### src/rtl/adc_res_pkg.sv
package adc_res_pkg;
   typedef enum logic {
      ALIGN_RIGHT = 1'b0,
      ALIGN_LEFT  = 1'b1
   } align_e;
endpackage

### src/rtl/adc_res_lock.sv
module adc_res_lock (
   input  logic clk,
   input  logic rst_n,
   input  logic rd_lo,
   input  logic rd_hi,
   output logic lock_q,
   output logic hold
);
   logic lock_d;

   always_comb begin
      lock_d = lock_q;
      if (rd_hi)
         lock_d = 1'b0;
      else if (rd_lo)
         lock_d = 1'b1;
   end

   always_ff @(posedge clk) begin
      if (!rst_n)
         lock_q <= 1'b0;
      else
         lock_q <= lock_d;
   end

   // the low-byte read itself freezes the value it has just sampled
   assign hold = lock_q | rd_lo;


   lock_set_chk: assert property (@(posedge clk) disable iff (!rst_n)
      (rd_lo && !rd_hi) |=> lock_q);

   lock_clr_chk: assert property (@(posedge clk) disable iff (!rst_n)
      rd_hi |=> !lock_q);

   lock_stay_chk: assert property (@(posedge clk) disable iff (!rst_n)
      (!lock_q && !rd_lo) |=> !lock_q);
endmodule

### src/rtl/adc_res_store.sv
module adc_res_store #(
   parameter int W = 10
) (
   input  logic         clk,
   input  logic         rst_n,
   input  logic         load,
   input  logic [W-1:0] din,
   output logic [W-1:0] q
);
   always_ff @(posedge clk) begin
      if (!rst_n)
         q <= '0;
      else if (load)
         q <= din;
   end


   store_rst_chk: assert property (@(posedge clk)
      !rst_n |=> (q == '0));
endmodule

### src/rtl/adc_res_align.sv
module adc_res_align
   import adc_res_pkg::*;
#(
   parameter int RES_W = 10,
   parameter int BUS_W = 8
) (
   input  logic [RES_W-1:0] val,
   input  align_e           mode,
   output logic [BUS_W-1:0] hi,
   output logic [BUS_W-1:0] lo
);
   localparam int PAIR_W = 2 * BUS_W;
   localparam int SHIFT  = PAIR_W - RES_W;

   logic [PAIR_W-1:0] right_w;
   logic [PAIR_W-1:0] left_w;
   logic [PAIR_W-1:0] pair_w;

   if (RES_W <= BUS_W || RES_W > PAIR_W) begin : g_bad_width
      $error("RES_W must lie above BUS_W and within two bus bytes");
   end

   for (genvar j = 0; j < PAIR_W; j++) begin : g_bit
      if (j < RES_W) begin : g_r_val
         assign right_w[j] = val[j];
      end else begin : g_r_zero
         assign right_w[j] = 1'b0;
      end
      if (j >= SHIFT) begin : g_l_val
         assign left_w[j] = val[j-SHIFT];
      end else begin : g_l_zero
         assign left_w[j] = 1'b0;
      end
   end

   assign pair_w = (mode == ALIGN_LEFT) ? left_w : right_w;
   assign hi     = pair_w[PAIR_W-1:BUS_W];
   assign lo     = pair_w[BUS_W-1:0];


   right_pad_chk: assert final ((mode == ALIGN_LEFT) || ((hi >> (RES_W - BUS_W)) == '0));

   left_pad_chk: assert final ((mode != ALIGN_LEFT) || ((lo << (BUS_W - SHIFT)) == '0));
endmodule

### src/rtl/adc_result_hold.sv
module adc_result_hold
   import adc_res_pkg::*;
#(
   parameter int RES_W = 10,
   parameter int BUS_W = 8
) (
   input  logic             clk,
   input  logic             rst_n,
   input  logic [RES_W-1:0] res_in,
   input  logic             res_upd,
   input  logic             align_left,
   input  logic             rd_lo,
   input  logic             rd_hi,
   input  logic             wr_lo,
   input  logic             wr_hi,
   input  logic [BUS_W-1:0] wr_data,
   output logic [BUS_W-1:0] hi_byte,
   output logic [BUS_W-1:0] lo_byte,
   output logic             done_out
);
   logic             lock_q;
   logic             hold;
   logic             load;
   logic [RES_W-1:0] stored;
   logic             done_q;
   align_e           mode;

   adc_res_lock u_lock (
      .clk    (clk),
      .rst_n  (rst_n),
      .rd_lo  (rd_lo),
      .rd_hi  (rd_hi),
      .lock_q (lock_q),
      .hold   (hold)
   );

   assign load = res_upd & ~hold;

   adc_res_store #(.W(RES_W)) u_store (
      .clk   (clk),
      .rst_n (rst_n),
      .load  (load),
      .din   (res_in),
      .q     (stored)
   );

   assign mode = align_left ? ALIGN_LEFT : ALIGN_RIGHT;

   adc_res_align #(.RES_W(RES_W), .BUS_W(BUS_W)) u_align (
      .val  (stored),
      .mode (mode),
      .hi   (hi_byte),
      .lo   (lo_byte)
   );

   always_ff @(posedge clk) begin
      if (!rst_n)
         done_q <= 1'b0;
      else
         done_q <= res_upd;
   end
   assign done_out = done_q;


   load_chk: assert property (@(posedge clk) disable iff (!rst_n)
      (res_upd && !lock_q && !rd_lo) |=> (stored == $past(res_in)));

   frozen_chk: assert property (@(posedge clk) disable iff (!rst_n)
      (lock_q || rd_lo) |=> $stable(stored));

   write_ignore_chk: assert property (@(posedge clk) disable iff (!rst_n)
      ((wr_lo || wr_hi || (wr_data != '0)) && !res_upd) |=> $stable(stored));

   done_chk: assert property (@(posedge clk) disable iff (!rst_n)
      res_upd |=> done_out);

   done_quiet_chk: assert property (@(posedge clk) disable iff (!rst_n)
      !res_upd |=> !done_out);

   align_only_chk: assert property (@(posedge clk) disable iff (!rst_n)
      !res_upd |=> $stable(stored));
endmodule

### config.mk
export PLATFORM = sky130hd
export DESIGN_NAME = adc_result_hold
export DESIGN_NICKNAME = d
export VERILOG_FILES = /design/src/rtl/adc_res_pkg.sv /design/src/rtl/adc_res_lock.sv /design/src/rtl/adc_res_store.sv /design/src/rtl/adc_res_align.sv /design/src/rtl/adc_result_hold.sv
export SDC_FILE = /design/constraint.sdc
export NUM_CORES = 1
export LEC_CHECK = 0
export ABC_CLOCK_PERIOD_IN_PS = 3300
export CAP_MARGIN = 20
export CELL_PAD_IN_SITES_DETAIL_PLACEMENT = 0
export CELL_PAD_IN_SITES_GLOBAL_PLACEMENT = 1
export CORE_MARGIN = 4
export CORE_UTILIZATION = 25
export CTS_CLUSTER_DIAMETER = 40
export CTS_CLUSTER_SIZE = 24
export DETAILED_ROUTE_END_ITERATION = 12
export PLACE_DENSITY = 0.88
export SYNTH_ARGS = -nofsm -noshare
export SYNTH_HDL_FRONTEND = slang
export SYNTH_HIERARCHICAL = 1
export SYNTH_SLANG_ARGS = --single-unit
### constraint.sdc
create_clock -name clk -period 3.3 [get_ports clk]
set_input_delay 0.66 -clock clk [delete_from_list [all_inputs] [get_ports clk]]
set_output_delay 0.66 -clock clk [all_outputs]
set_load 0.05 [all_outputs]
==> metrics.txt <==
final core occ=46.3%; CTS HTree Levels=1; CTS resizes=0; mean post-synth cell area=11.0 um2; Buf/Inv on CP=3; largest net degree at the start of global routing=17; Root Buffer=clkbuf_4; Port Buffer Count=32; top cells by area, synth=dfxtp_1 (40%), mux2i_1 (16%), nor2b_1 (16%); via density per instance=4.10; postcts setup bufs=0; worst vdd ir=0.000193 V; gp weighted congestion=0.610; Die Span X=57.3 um; Pre-Repair DR Iteration Count=2; core area=2250 um2; CP max stage delay=0.46 ns; max-slew violations=0; crit path time final=2.48 ns; Post-Route WL=1360 um; antenna violation net count after detailed routing=0; WS Path Type=in -> out; Yosys reg bits=12; Crit path max-delay family=buffers and inverters; R2R Setup Slk=1.95 ns; Levels on crit path=4; Core Rows=17; Ys Warns=6; total number of vias=476; outcome=finished clean; Placed Area=1020 um2; Register Area=240 um2; Yosys top cell by area=dfxtp_1; Die Y=57.3 um; FF-to-FF path depth=4; startpoint types=input pin; maximum clock rate=403 MHz; Top Ports=43; hold_buf cts=0; most frequent cells in the layout=clkdlybuf4s50_1 (16), nor2b_1 (16), dfxtp_1 (12); Max transition margin=66.2%; Pwr Density=334 nW/um2; crit-path max FO=16; Fin. Hold Viols=0; CP cell instances=clkdlybuf4s50_1 -> buf_4 -> mux2_4 -> buf_12; max-cap viol count=0; Total GRT Usage=8.95%; hold depth=2; Post-Layout Inst Area=1040 um2; Starting Density=26.9%; Worst setup EP type=output port; Final Setup Violations=0; Hold WS=0.534 ns; Synth Instances=55; Worst-Margin Slew=0.505 ns; Area growth, synth to finish=72.0%; TNS Setup=0 ns; Clock Sinks=12; drt drc=0; HPWL Detailed=1050 um; Worst EP arrival=1.82 ns; vias in the first global route=515; DIE AREA=3280 um2; Fillers=222; Worst-path clk slew=0.07 ns; GRT Residual Overflow=0; Pleak=0.423 nW; # diodes=0; Cell Area, Synth=607 um2; Nets=116; CP max stage cell=clkdlybuf4s50_1; Clock Latency Late Sink=0.27 ns; fraction of layout cells with a size suffix above 1=28.4%; WP data required=2.64 ns; area of the multi-input gates=333 um2; Synth top area share=39.6%; CTS max path bufs=2; Max Clock Skew=0.00504 ns; WL/cell=11.7 um; Synthesized Nets=81; Synth cell types=9; CTS tree=yes; unrepaired setup endpoints after global routing=no; antenna violations before repair=0; first-pass GRT wire length=2300 um; Seq/Total Area, Yosys=39.6%; Iter 0 DRT Violations=2; Final period util=75.1%; Hold WC Path Type=reg -> reg; total CTS buffers=3
area by class of cell:
cell class                 count  share of cell area, %
sequential                    12                   23.0
timing repair buffer          33                   39.6
tap                           28                   3.36
multi-input combinational     40                   31.9
clock buffer                   3                   2.16
registers in the layout (all words and copies together), names as in the netlist:
register,cells
done_out,1
u_lock/lock_q,1
u_store/q,10
per-layer routing:
layer / GRT usage (%) / part of all wire [%]
met4: 3.97 / 0
met1: 10.2 / 41
met3: 5.20 / 15
met2: 13.5 / 44
met5: 0 / 0
worst paths after layout:
check,startpoint,to
hold reg to reg,u_store/q[2]$_SDFFE_PN0P_,u_store/q[2]$_SDFFE_PN0P_
setup reg to reg,u_lock/lock_q$_SDFFE_PP0P_,u_store/q[1]$_SDFFE_PN0P_
setup / recovery,align_left,hi_byte[1]
hold / removal,u_store/q[2]$_SDFFE_PN0P_,u_store/q[2]$_SDFFE_PN0P_
cells in the mapped netlist:
cell type	n
buf_6	3
nor2b_1	16
mux2i_1	10
and2_1	7
nor2b_4	1
or2_1	1
dfxtp_1	12
mux2_4	4
and3b_1	1
cells by family (layout without fill, tap and decap cells):
logic type,Yosys count,count (layout),synth area share [%]
buffers and inverters,3,36,5.57
DFF,12,12,39.6
muxes,14,14,26.4
and+or+nand+nor,26,26,28.5
report_power, final:
group / switching, mW / internal (mW)
logic: 0.0489 / 0.0549
registers: 0.00399 / 0.152
clock network: 0.0464 / 0.0422
total: 0.0993 / 0.249
worst register-to-register path: stages, from the launching register on:
cell and delay, ns:
dfxtp_1 0.30, or2_1 0.26, nor2b_4 0.37, mux2i_1 0.26
nor2b_1 0.06
per-stage QoR:
stage / setup WS (ns) / total power, mW / std cells
floorplan: 1.04 / 0.217 / 55
detailed placement: 0.816 / 0.264 / 113
finish: 0.820 / 0.348 / 116
CTS: 0.804 / 0.355 / 116
global route: 0.769 / 0.366 / 116
global placement: 0.822 / 0.262 / 113
(Power assumes the default switching activity.)
